[config.mk]
export PLATFORM = sky130hd
export DESIGN_NAME = dpll_track
export DESIGN_NICKNAME = d
export VERILOG_FILES = /design/src/rtl/dpll_pkg.sv /design/src/rtl/dpll_sine_lut.sv /design/src/rtl/dpll_phase_det.sv /design/src/rtl/dpll_loop_filter.sv /design/src/rtl/dpll_nco.sv /design/src/rtl/dpll_track.sv
export SDC_FILE = /design/constraint.sdc
export NUM_CORES = 1
export LEC_CHECK = 0
export BUFFER_PORTS_ARGS = -buffer_cell sky130_fd_sc_hd__buf_2
export CORE_MARGIN = 2
export CORE_UTILIZATION = 42
export CTS_CLUSTER_DIAMETER = 200
export DETAILED_ROUTE_END_ITERATION = 8
export PLACE_DENSITY = 0.71
export SLEW_MARGIN = 25
export SYNTH_ARGS = -nofsm -noshare
export SYNTH_HDL_FRONTEND = slang
export SYNTH_HIERARCHICAL = 1
export SYNTH_SLANG_ARGS = --single-unit
[constraint.sdc]
create_clock -name clk_i -period 21 [get_ports clk_i]
set_input_delay 2.1 -clock clk_i [delete_from_list [all_inputs] [get_ports clk_i]]
set_output_delay 2.1 -clock clk_i [all_outputs]
set_load 0.02 [all_outputs]
[src/rtl/dpll_pkg.sv]
package dpll_pkg;
  localparam int SH_W = 4;

  typedef struct packed {
    logic [SH_W-1:0] kp_sh;
    logic [SH_W-1:0] ki_sh;
  } gain_sh_t;
endpackage

[src/rtl/dpll_sine_lut.sv]
module dpll_sine_lut #(
  parameter int LUT_AW = 6,
  parameter int SINE_W = 12
) (
  input  logic [LUT_AW+1:0]        phase_top_i,
  output logic signed [SINE_W-1:0] sine_o
);
  localparam int QN  = 1 << LUT_AW;
  localparam int AMP = (1 << (SINE_W - 1)) - 1;

  logic [SINE_W-1:0] rom [QN];

  // parabolic half-cycle sampled at quarter-cell centres
  for (genvar k = 0; k < QN; k++) begin : g_rom
    localparam longint VAL =
      (longint'(AMP) * (2 * k + 1) * (4 * QN - 2 * k - 1)) / (4 * QN * QN);
    assign rom[k] = SINE_W'(VAL);
  end

  logic              neg_half;
  logic              mirror;
  logic [LUT_AW-1:0] low;
  logic [LUT_AW-1:0] idx;
  logic [SINE_W-1:0] mag;

  assign neg_half = phase_top_i[LUT_AW+1];
  assign mirror   = phase_top_i[LUT_AW];
  assign low      = phase_top_i[LUT_AW-1:0];
  assign idx      = mirror ? ~low : low;
  assign mag      = rom[idx];
  assign sine_o   = neg_half ? -$signed(mag) : $signed(mag);
endmodule

[src/rtl/dpll_phase_det.sv]
module dpll_phase_det #(
  parameter int SAMPLE_W = 12,
  parameter int SINE_W   = 12,
  parameter int ERR_W    = 13
) (
  input  logic signed [SAMPLE_W-1:0] sample_i,
  input  logic signed [SINE_W-1:0]   sine_i,
  output logic signed [ERR_W-1:0]    err_o
);
  localparam int PW = SAMPLE_W + SINE_W;
  localparam logic signed [PW-1:0] HALF = PW'(2 ** (SINE_W - 2));

  logic signed [PW-1:0] prod;
  logic signed [PW-1:0] biased;

  assign prod = $signed({{SINE_W{sample_i[SAMPLE_W-1]}}, sample_i}) *
                $signed({{SAMPLE_W{sine_i[SINE_W-1]}}, sine_i});
  // round to nearest: truncation would bias the loop toward one direction
  assign biased = prod + HALF;
  assign err_o  = ERR_W'(biased >>> (SINE_W - 1));
endmodule

[src/rtl/dpll_loop_filter.sv]
module dpll_loop_filter #(
  parameter int ERR_W = 13,
  parameter int WIN_W = 15,
  parameter int OFF_W = 17,
  parameter int SH_W  = 4
) (
  input  logic                    clk_i,
  input  logic                    rst_ni,
  input  logic                    en_i,
  input  logic signed [ERR_W-1:0] err_i,
  input  logic [WIN_W-1:0]        win_i,
  input  logic [SH_W-1:0]         kp_sh_i,
  input  logic [SH_W-1:0]         ki_sh_i,
  output logic signed [OFF_W-1:0] off_o
);
  localparam int ACC_W = OFF_W + 1;

  logic signed [OFF_W-1:0] integ_q, integ_d;
  logic signed [OFF_W-1:0] off_q, off_d;
  logic signed [ACC_W-1:0] err_x, ki_term, kp_term;
  logic signed [ACC_W-1:0] win_p, win_n, integ_sum, out_sum;

  assign err_x     = ACC_W'(err_i);
  assign ki_term   = err_x >>> ki_sh_i;
  assign kp_term   = err_x >>> kp_sh_i;
  assign win_p     = ACC_W'({1'b0, win_i});
  assign win_n     = -win_p;
  assign integ_sum = ACC_W'(integ_q) + ki_term;

  always_comb begin
    // leaving the window on either side reloads the upper limit
    if (integ_sum > win_p || integ_sum < win_n) integ_d = OFF_W'(win_p);
    else                                        integ_d = OFF_W'(integ_sum);
    out_sum = ACC_W'(integ_d) + kp_term;
    if (out_sum > win_p)      off_d = OFF_W'(win_p);
    else if (out_sum < win_n) off_d = OFF_W'(win_n);
    else                      off_d = OFF_W'(out_sum);
  end

  always_ff @(posedge clk_i or negedge rst_ni) begin
    if (!rst_ni) begin
      integ_q <= '0;
      off_q   <= '0;
    end else if (en_i) begin
      integ_q <= integ_d;
      off_q   <= off_d;
    end
  end

  assign off_o = off_q;

  p_integ_window_r5: assert property (@(posedge clk_i) disable iff (!rst_ni)
    en_i |=> (integ_q <= $past(win_p)) && (integ_q >= $past(win_n)));

  p_off_window_r6: assert property (@(posedge clk_i) disable iff (!rst_ni)
    en_i |=> (off_q <= $past(win_p)) && (off_q >= $past(win_n)));

  p_hold_r8: assert property (@(posedge clk_i) disable iff (!rst_ni)
    !en_i |=> $stable(integ_q) && $stable(off_q));
endmodule

[src/rtl/dpll_nco.sv]
module dpll_nco #(
  parameter int PHASE_W = 16
) (
  input  logic               clk_i,
  input  logic               rst_ni,
  input  logic               en_i,
  input  logic [PHASE_W-1:0] freq_i,
  output logic [PHASE_W-1:0] phase_o
);
  logic [PHASE_W-1:0] phase_q;

  always_ff @(posedge clk_i or negedge rst_ni) begin
    if (!rst_ni)   phase_q <= '0;
    else if (en_i) phase_q <= phase_q + freq_i;
  end

  assign phase_o = phase_q;

  p_nco_hold_r8: assert property (@(posedge clk_i) disable iff (!rst_ni)
    !en_i |=> $stable(phase_q));
endmodule

[src/rtl/dpll_track.sv]
module dpll_track
  import dpll_pkg::*;
#(
  parameter int SAMPLE_W = 12,
  parameter int PHASE_W  = 16,
  parameter int SINE_W   = 12,
  parameter int LUT_AW   = 6
) (
  input  logic                       clk_i,
  input  logic                       rst_ni,
  input  logic                       en_i,
  input  logic signed [SAMPLE_W-1:0] sample_i,
  input  logic [PHASE_W-1:0]         nom_freq_i,
  input  logic [PHASE_W-2:0]         win_i,
  input  logic                       lock_i,
  input  logic [SH_W-1:0]            acq_kp_sh_i,
  input  logic [SH_W-1:0]            acq_ki_sh_i,
  input  logic [SH_W-1:0]            trk_kp_sh_i,
  input  logic [SH_W-1:0]            trk_ki_sh_i,
  output logic [PHASE_W-1:0]         phase_o,
  output logic signed [SINE_W-1:0]   sine_o,
  output logic [PHASE_W-1:0]         freq_o
);
  localparam int ERR_W = SAMPLE_W + 1;
  localparam int WIN_W = PHASE_W - 1;
  localparam int OFF_W = PHASE_W + 1;

  gain_sh_t acq_g, trk_g, sel_g;
  logic signed [ERR_W-1:0] err;
  logic signed [OFF_W-1:0] off;

  assign acq_g = '{kp_sh: acq_kp_sh_i, ki_sh: acq_ki_sh_i};
  assign trk_g = '{kp_sh: trk_kp_sh_i, ki_sh: trk_ki_sh_i};
  assign sel_g = lock_i ? trk_g : acq_g;

  dpll_sine_lut #(.LUT_AW(LUT_AW), .SINE_W(SINE_W)) i_lut (
    .phase_top_i (phase_o[PHASE_W-1 -: LUT_AW+2]),
    .sine_o      (sine_o)
  );

  dpll_phase_det #(.SAMPLE_W(SAMPLE_W), .SINE_W(SINE_W), .ERR_W(ERR_W)) i_pd (
    .sample_i (sample_i),
    .sine_i   (sine_o),
    .err_o    (err)
  );

  dpll_loop_filter #(.ERR_W(ERR_W), .WIN_W(WIN_W), .OFF_W(OFF_W), .SH_W(SH_W)) i_lf (
    .clk_i   (clk_i),
    .rst_ni  (rst_ni),
    .en_i    (en_i),
    .err_i   (err),
    .win_i   (win_i),
    .kp_sh_i (sel_g.kp_sh),
    .ki_sh_i (sel_g.ki_sh),
    .off_o   (off)
  );

  assign freq_o = nom_freq_i + PHASE_W'(off);

  dpll_nco #(.PHASE_W(PHASE_W)) i_nco (
    .clk_i   (clk_i),
    .rst_ni  (rst_ni),
    .en_i    (en_i),
    .freq_i  (freq_o),
    .phase_o (phase_o)
  );

  p_phase_step_r2: assert property (@(posedge clk_i) disable iff (!rst_ni)
    en_i |=> phase_o == $past(phase_o + freq_o));

  p_sine_sign_r3: assert property (@(posedge clk_i) disable iff (!rst_ni)
    sine_o[SINE_W-1] == phase_o[PHASE_W-1]);
endmodule

== Word-level counts from Yosys, hierarchy flattened ==
Memory sizes are Yosys's and may differ from the RTL's.
Cells that the tools add are included.
Word-level totals
  ROM bits: 768
  register bits: 49
  input bits: 63
  memories: 1
Cells by class
  magnitude comparators: 5
  multiply operators: 1
  add/subtract/negate cells: 7
  shifts and indexed selects: 2
  reduce and logical (&&, ||, !) cells: 1
  mux-type cells: 8
  bitwise logic cells: 2
Memory list
  (no name shown): words 64, width 12, read ports 1, clocked after memory_dff 0, wr ports 0, line dpll_sine_lut.sv:30  | assign mag = rom[idx];
Operator list (count)
  17-bit by 18-bit adder with 18-bit output: 2
  18-bit by 16-bit greater-than comparator with 1-bit output: 2
  18-bit < comparator: 2
  12-bit two-way mux: 3
  13-bit by 4-bit >>> shifter with 18-bit output: 2
  16-bit adder: 2
  16-bit two-way mux: 2
  24-bit by 12-bit adder with 24-bit output (second input constant): 1
  12-bit by 12-bit multiplier with 24-bit output: 1
  15-bit negator with 18-bit output: 1
  17-bit two-way mux: 1
  12-bit negator: 1
  8-bit two-way mux: 1
  7-bit >= comparator (second input constant): 1
  6-bit inverter with 7-bit output: 1
  6-bit two-way mux: 1
  6-bit inverter: 1
  1-bit logical OR: 1

== Depth between registers and ports, before layout ==
Gate-level depths: netlist (run 1).
  depth after elaboration: 19
  depth in mapped cells: 89

== Hierarchy ==
The synthesis (run 1) kept the hierarchy.
By module, submodules not included
  dpll_loop_filter: cells each 780, area each 6276.0 µm², times used 1
  dpll_phase_det: cells each 614, area each 5351.4 µm², times used 1
  dpll_sine_lut: cells each 292, area each 2009.4 µm², times used 1
  dpll_nco: cells each 161, area each 1426.4 µm², times used 1
  dpll_track: cells each 113, area each 903.4 µm², times used 1

== Worst setup path before layout (run 1) ==
No wires, ideal clock.
  path type: register to register
  start point: reg i_nco.phase_q[14] (netlist: i_nco/phase_o[14])
  end point: reg i_lf.off_q[11] (netlist: i_lf/off_o[11])
  data required time: 20.880 ns
  stages on the path, launching flop included: 81
  period minus slack after synthesis: 17.666 ns
  path buffers: 7
  setup time: 0.120 ns
  path slack: 3.334 ns
  data arrival time: 17.546 ns
  path through: dfrtp_1 > buf_2 > buf_2 > buf_2 > xnor2_1 > inv_1 > ha_1 > clkbuf_1 > or2_2 > o311ai_0 > a32oi_1 > nor2_1 > inv_1 > ha_1 > o211ai_2 > nand2_1 > xnor2_1 > clkbuf_1 > (+45 left out) > a21boi_0 > o21ai_0 > a21boi_1 > o21bai_1 > a21oi_1 > xnor2_1 > ha_1 > a21oi_1 > nor2b_1 > o21ai_0 > nand2b_1 > a21oi_1 > nor2b_1 > o311a_1 > or2_2 > clkbuf_1 > a211o_1 > a31o_1
Between the ends
  word-level cells in the longest chain between the ends: 18
  elaborated cells between the ends (all ways): 21
  classes of those cells: add/sub (4); mul (1); order compare (4); shift (2); mux (7); bitwise (1); reduce/logical (1); memory (1)
RTL lines
  start: declaration: line dpll_nco.sv:10  | logic [PHASE_W-1:0] phase_q;
  start signal: assignment: line dpll_nco.sv:14  | else if (en_i) phase_q <= phase_q + freq_i;
  6-bit two-way mux (*): line dpll_sine_lut.sv:29  | assign idx = mirror ? ~low : low;
  6-bit inverter with 7-bit output (implied by the code) (*): line dpll_sine_lut.sv:30
  memory read 64 x 12 bit (*)
  12-bit two-way mux (implied by the code) (*) (2 in series): line dpll_sine_lut.sv:30
  12-bit negator: line dpll_sine_lut.sv:31  | assign sine_o = neg_half ? -$signed(mag) : $signed(mag);
  12-bit two-way mux (*): line dpll_sine_lut.sv:31
  named net sine_o[0]: line dpll_track.sv:21  | output logic signed [SINE_W-1:0] sine_o,
  12-bit by 12-bit multiplier with 24-bit output (*): line dpll_phase_det.sv:16  | assign prod = $signed({{SINE_W{sample_i[SAMPLE_W-1]}}, sample_i}) *
  (+1 left out)
  named net err[12]: line dpll_track.sv:29  | logic signed [ERR_W-1:0] err;
  (+2 left out)
  18-bit by 16-bit greater-than comparator with 1-bit output or 18-bit < comparator (tied branches): line dpll_loop_filter.sv:32  | if (integ_sum > win_p || integ_sum < win_n) integ_d = OFF_W'(win_p);
  1-bit logical OR: line dpll_loop_filter.sv:32
  17-bit two-way mux (*): line dpll_loop_filter.sv:32
  named net i_lf.integ_d[0]: line dpll_loop_filter.sv:18  | logic signed [OFF_W-1:0] integ_q, integ_d;
  17-bit by 18-bit adder with 18-bit output (*): line dpll_loop_filter.sv:34  | out_sum = ACC_W'(integ_d) + kp_term;
  18-bit < comparator: line dpll_loop_filter.sv:36  | else if (out_sum < win_n) off_d = OFF_W'(win_n);
  16-bit two-way mux: line dpll_loop_filter.sv:36
  16-bit two-way mux (*): line dpll_loop_filter.sv:35  | if (out_sum > win_p) off_d = OFF_W'(win_p);
  end signal: assignment: line dpll_loop_filter.sv:43  | off_q <= '0;
  end signal: assignment: line dpll_loop_filter.sv:46  | off_q <= off_d;
  end: declaration: line dpll_loop_filter.sv:19  | logic signed [OFF_W-1:0] off_q, off_d;
The timed path passes the listed nets; every way through them passes the cells marked *. The select of a mux whose other input is x is not followed.
A chain may end at the register's enable or synchronous reset.

== Worst setup path in the final report (run 1) ==
  start point: reg i_nco.phase_q[9] (netlist: i_nco/phase_o[9])
  end point: reg i_lf.off_q[8] (netlist: i_lf/off_o[8])
Between the ends
  word-level cells in the longest chain between the ends: 19
  elaborated cells between the ends (all ways): 22
  classes of those cells: add/sub (4); mul (1); order compare (4); shift (2); mux (7); bitwise (2); reduce/logical (1); memory (1)
RTL lines (line)
  6-bit inverter: dpll_sine_lut.sv:29
  6-bit two-way mux (*): dpll_sine_lut.sv:29
  6-bit inverter with 7-bit output (implied by the code) (*): dpll_sine_lut.sv:30
  memory read 64 x 12 bit (*)
  12-bit two-way mux (implied by the code) (*) (2 in series): dpll_sine_lut.sv:30
  12-bit negator: dpll_sine_lut.sv:31
  12-bit two-way mux (*): dpll_sine_lut.sv:31
  12-bit by 12-bit multiplier with 24-bit output (*): dpll_phase_det.sv:16
  (+1 left out)
  named net err[11]: dpll_track.sv:29
  (+2 left out)
  18-bit by 16-bit greater-than comparator with 1-bit output or 18-bit < comparator (tied branches): dpll_loop_filter.sv:32
  1-bit logical OR: dpll_loop_filter.sv:32
  17-bit two-way mux (*): dpll_loop_filter.sv:32
  named net i_lf.integ_d[1]: dpll_loop_filter.sv:18
  17-bit by 18-bit adder with 18-bit output (*): dpll_loop_filter.sv:34
  18-bit < comparator: dpll_loop_filter.sv:36
  16-bit two-way mux: dpll_loop_filter.sv:36
  16-bit two-way mux (*): dpll_loop_filter.sv:35
Marks and branches as above.

==> impl_metrics.ini, run 1 <==
[global_routing]
antenna_violations_before_repair = 1
grt_first_pass_wirelength_um = 73900
largest_net_degree_at_the_start_of_global_routing = 61
first_global_vias = 14400
globalRouteTotalUtil = 0.231
global_route.overflow_total = 0

[worst_setup_path]
worstSetupPathType = flip-flop to flip-flop
cpMaxStageDelayCell = nor2_1
rr_startpoint = i_nco/phase_o[9]$_DFFE_PN0P_
cp_max_fanout = 17
r2r.worst_path.cells = 78
ff2ff_setup_slack_ns = 1.78
critical_path.startpoint_type = flip-flop
critPathRequiredTime_ns = 21.15
endpoint_of_the_lowest_slack_register_to_register_path = i_lf/off_o[8]$_DFFE_PN0P_
critPathMaxStageDelay_ns = 0.73
crit_end_category = flip-flop
cp.arrival_ns = 19.37
path_common_cell = inv_1

[floorplan]
die_width_um = 199
ioPinCount = 107
dieHeight_um = 199
overall_die_area_sq_um = 39500
core.rowCount = 71
initial_core_util = 0.425
floorplan.core_area_sq_um = 37500

[hold_path]
timing.hold.worst.start = i_lf/off_o[12]$_DFFE_PN0P_
min_path_cells = 2
hp-class = flip-flop to flip-flop
min_delay_worst_endpoint = i_lf/off_o[12]$_DFFE_PN0P_

[clock_tree]
htree_levels = 2
numCtsBuffers = 5
cts_tree = done
path_clk_slew_ns = 0.08
clock_sinks = 49
clock_insertion_delay_worst_skew_ns = 0.31
max-clock-path-buffers = 2
root_buffer = clkbuf_16
post_cts.repair.setup_buffers = 0

[timing]
transition_time_at_the_pin_with_the_least_slew_margin_ns = 0.977
finalSetupViolCount = 0
timing.hold.ws_ns = 0.513
timing.final.crit_share = 0.915
timing.slew.headroom = 0.346
timing_hold_violations_final = 0
fin_crit_ns = 19.22
grt_setup_unrepaired = false
timing.clock.skew_ns = 0.0137
fmaxAchievable_mhz = 52.0
setup-tns-final_ns = 0
slew_limit_fails = 0

[final_layout]
layout.nets = 2382
area_growth_pct = 6.51
multi_input_area_sq_um = 13300
drive_gt1_frac = 0.135
layout.area.seq_sq_um = 1230
final.fill_count = 3732

[drt]
post_detailed_routing_wire_length_um = 44600
drt.antenna.violating_nets = 0
vias_per_cell = 5.81
dr.pass1.iters = 6
detail_route.wl_per_cell_um = 17.8
post_detailed_route_drc_marker_count = 0
route.vias.total = 14500
drc_marker_count_from_the_first_detailed_route_iteration = 1143

[placed_design]
portBuffers = 106
dp.final_hpwl_um = 36400
globalplace.congestion = 0.972

[logic_synthesis]
yosysWarningCount = 6
syn-instance-count = 1956
synth_area_per_cell_sq_um = 8.14
synthesis.area_sq_um = 15900
synth_fp_nets = 2349

[job]
maxCapViolations = 0

[outcome]
outcome = complete, no violations
how the worst max path moves through the flow:
stage	start	end	slack [ns]	cells past startpoint
after detailed placement	i_nco/phase_o[9]$_DFFE_PN0P_	i_lf/off_o[8]$_DFFE_PN0P_	1.57	77
after global placement	i_nco/phase_o[9]$_DFFE_PN0P_	i_lf/off_o[8]$_DFFE_PN0P_	2.30	77
after global routing	i_nco/phase_o[9]$_DFFE_PN0P_	i_lf/off_o[8]$_DFFE_PN0P_	0.09	77
after floorplan	i_nco/phase_o[14]$_DFFE_PN0P_	i_lf/off_o[11]$_DFFE_PN0P_	3.33	80
after CTS	i_nco/phase_o[9]$_DFFE_PN0P_	i_lf/off_o[8]$_DFFE_PN0P_	1.52	77
final	i_nco/phase_o[9]$_DFFE_PN0P_	i_lf/off_o[8]$_DFFE_PN0P_	1.78	78
worst max-delay path: cells and delay by family, from the launching register on:
| family | cells | cell delay, ns |
|---|---|---|
| compound gates | 35 | 7.07 |
| xor+xnor | 5 | 1.71 |
| fa+ha+maj | 13 | 5.12 |
| buf+inv | 9 | 1.01 |
| flops | 1 | 0.59 |
| mux | 2 | 0.79 |
| simple gates | 14 | 2.78 |
registers in the layout (all words and copies together), names as in the netlist:
register	flops
i_nco/phase_o	16
i_lf/off_o	16
i_lf/integ_q	17
cell usage in the layout (no fill, tap or decap), types with 8 or more instances in the layout:
cell,count
nand2_1,204
or3_1,10
nor2_1,125
a21oi_1,115
mux4_2,15
dfrtp_1,48
o22ai_1,8
a211oi_1,20
fa_1,141
a31oi_1,20
and3_1,8
nor2b_1,38
inv_1,242
o311ai_0,11
buf_2,106
and2_1,47
buf_4,17
nor3_1,25
nand3_1,31
mux2_2,39
xor2_1,26
o21a_1,17
o31ai_1,18
xnor2_1,62
ha_1,189
a211o_1,9
nand2b_1,22
o21ai_0,67
nand4_1,19
o21ai_1,15
a21o_1,36
mux2i_1,19
o211ai_1,14
timing repair:
item / 4_1_cts / 5_1_grt
gates resized for setup: 0 / 3
hold buffers: 0 / 0
endpoints found under the setup margin: 0 / 7
final cells by class:
type                            instances  share of cell area
Inverter                              247              0.0548
Tap cell                              511              0.0377
Antenna cell                            1            0.000148
Multi-Input combinational cell       1563               0.787
Timing Repair Buffer                  123              0.0388
Clock buffer                            5             0.00738
Sequential cell                        49              0.0724
Clock inverter                          3             0.00199
stage by stage:
stage | std cells | setup slack, ns | util | area (sq um)
after floorplan | 1956 | 3.33 | - | 15900
after global placement | 2493 | 2.30 | 0.447 | 16800
after detailed placement | 2493 | 1.57 | 0.447 | 16800
after CTS | 2501 | 1.52 | 0.452 | 16900
after global routing | 2502 | 0.0869 | 0.452 | 17000
final | 2502 | 1.78 | 0.452 | 17000
layer usage:
metal	wire length, um	vias to the layer above	GRT usage
met1	18600	7036	0.298
met3	2720	106	0.0220
met4	1410	0	0.0824
li1	-	6857	-
met5	0	-	0
met2	21800	542	0.404
Power of run 1 is not shown: default switching activity piles up to over one toggle a cycle in this logic, so the estimate is an artifact.
==> run 2: changes to the inputs <==
- CELL_PAD_IN_SITES_DETAIL_PLACEMENT: unset -> 0
- CELL_PAD_IN_SITES_GLOBAL_PLACEMENT: unset -> 2
- CORE_UTILIZATION: 42 -> 28
- PLACE_DENSITY: 0.71 -> 0.75
==> run 2 against run 1 <==
Count of clock-buffer cells in the layout did not move. Via count is 2.7% lower. Largest cell class unchanged. Core utilization decreased by 15 points. Wire length increased by 7.9%. Sequential share of layout area down 0.13 points. Global-route usage down 6.9 points. Register-to-register slack lost 0.02 ns. Setup slack got worse by 0.023 ns. Critical path depth down 1. Critical path type unchanged. Fmax fell by 0.12%. Final cell count increased by 9.9%. Sequential cell count unchanged.
==> impl_metrics.ini, run 2 (synthesis gave the netlist of run 1 again) <==
[final_layout]
most_flop_heavy_register = i_lf/integ_q
largest_register_ff_count = 17
final.fill_count = 6112
mostFrequentLayoutCells = 242 x inv_1, 204 x nand2_1, 189 x ha_1
layout.area.seq_sq_um = 1230
final_cell_area_sq_um = 17300
layout_commonest_cell = inv_1
drive_gt1_frac = 0.136
multi_input_area_sq_um = 13300
inserted_diodes = 0
area_growth_pct = 8.53
layout.nets = 2385

[global_routing]
largest_net_degree_at_the_start_of_global_routing = 57
global_route.overflow_total = 0
grt_first_pass_wirelength_um = 77200
antenna_violations_before_repair = 0
first_global_vias = 14200
globalRouteTotalUtil = 0.163

[clock_tree]
root_buffer = clkbuf_16
clock_sinks = 49
numCtsBuffers = 5
post_cts.repair.setup_buffers = 0
clock_insertion_delay_worst_skew_ns = 0.32
cts_tree = done
path_clk_slew_ns = 0.09
htree_levels = 2
max-clock-path-buffers = 2

[worst_setup_path]
cp_max_fanout = 17
path_common_cell = inv_1
cp.arrival_ns = 19.41
cpMaxStageDelayCell = ha_1
worstSetupPathType = flip-flop to flip-flop
critPathMaxStageDelay_ns = 0.64
critical_path.startpoint_type = flip-flop
critPathRequiredTime_ns = 21.16
crit_end_category = flip-flop

[timing]
fmaxAchievable_mhz = 52.0
timing_hold_violations_final = 0
setup-tns-final_ns = 0
timing.clock.skew_ns = 0.00921
timing.final.crit_share = 0.916
fin_crit_ns = 19.24
postLayoutSetupSlackWorst_ns = 1.76
grt_setup_unrepaired = false
finalSetupViolCount = 0
timing.slew.headroom = 0.467
transition_time_at_the_pin_with_the_least_slew_margin_ns = 0.799
slew_limit_fails = 0

[drt]
drc_marker_count_from_the_first_detailed_route_iteration = 887
post_detailed_route_drc_marker_count = 0
drt.antenna.violating_nets = 0
route.vias.total = 14100
dr.pass1.iters = 5
detail_route.wl_per_cell_um = 17.5
post_detailed_routing_wire_length_um = 48100
vias_per_cell = 5.15

[placed_design]
placement.setup.worst_slack_ns = 1.21
globalplace.congestion = 0.884
portBuffers = 106
dp.final_hpwl_um = 39800
postPlaceCellArea_sq_um = 17100

[floorplan]
initial_core_util = 0.283
overall_die_area_sq_um = 58800
die_width_um = 242
floorplan.core_area_sq_um = 56300
ioPinCount = 107
dieHeight_um = 242
core.rowCount = 87

[outcome]
outcome = complete, no violations

[job]
maxCapViolations = 0

[hold_path]
hp-class = flip-flop to flip-flop
run 2: cell types whose count changed in the layout (fill, tap and decap cells not counted):
cell | previous run | this run
buf_4 | 17 | 20
diode_2 | 1 | 0
nor2_1 | 125 | 124
nor2_2 | 6 | 7
xor2_1 | 26 | 27
xor2_2 | 2 | 1
run 2: path summary, 6_finish.rpt:
kind	from	to	slack (ns)	depth (start not counted)
min reg2reg	i_lf/integ_q[15]$_DFFE_PN0P_	i_lf/integ_q[15]$_DFFE_PN0P_	0.51	1
max reg2reg	i_nco/phase_o[9]$_DFFE_PN0P_	i_lf/off_o[10]$_DFFE_PN0P_	1.76	77
max in group asynchronous	rst_ni	i_nco/phase_o[11]$_DFFE_PN0P_	18.54	2
min in group asynchronous	rst_ni	i_lf/integ_q[16]$_DFFE_PN0P_	1.89	2
max	i_nco/phase_o[9]$_DFFE_PN0P_	i_lf/off_o[10]$_DFFE_PN0P_	1.76	77
min	i_lf/integ_q[15]$_DFFE_PN0P_	i_lf/integ_q[15]$_DFFE_PN0P_	0.51	1
run 2: area by class of cell:
class | instances | share of cell area
Sequential cell | 49 | 0.0710
Timing Repair Buffer | 126 | 0.0394
Tap cell | 756 | 0.0547
Clock buffer | 5 | 0.00724
Inverter | 247 | 0.0538
Clock inverter | 3 | 0.00196
Multi-Input combinational cell | 1563 | 0.772
run 2: critical path, delay by kind of cell, from the launching register on:
| kind | cells | cell delay [ns] |
|---|---|---|
| xor gates and xnor gates | 5 | 1.79 |
| DFF | 1 | 0.57 |
| and+or+nand+nor | 16 | 2.24 |
| adders and majority gates | 13 | 5.37 |
| muxes | 3 | 1.20 |
| buffers and inverters | 9 | 1.02 |
| AOI/OAI and AO/OA | 31 | 6.84 |
run 2: per-stage QoR:
stage	cells	hold slack, ns	util
4_1_cts	2749	0.519	0.307
5_1_grt	2749	0.525	0.307
2_1_floorplan	1956	0.456	-
6_report	2749	0.511	0.307
3_3_place_gp	2741	0.491	0.304
3_5_place_dp	2741	0.501	0.304
run 2: repair_timing:
item                                    CTS  global route
resized for setup                         0             1
endpoints found under the hold margin     0             0
hold buffers                              0             0
endpoints found under the setup margin    0             1
run 2: layer usage:
layer,track usage,share of wire,vias up
li1,-,-,6872
met1,0.213,0.45,6917
met2,0.292,0.50,319
met3,0.0124,0.036,40
met4,0.0314,0.014,0
met5,0,0,-
Power of run 2 is left out for the same reason.
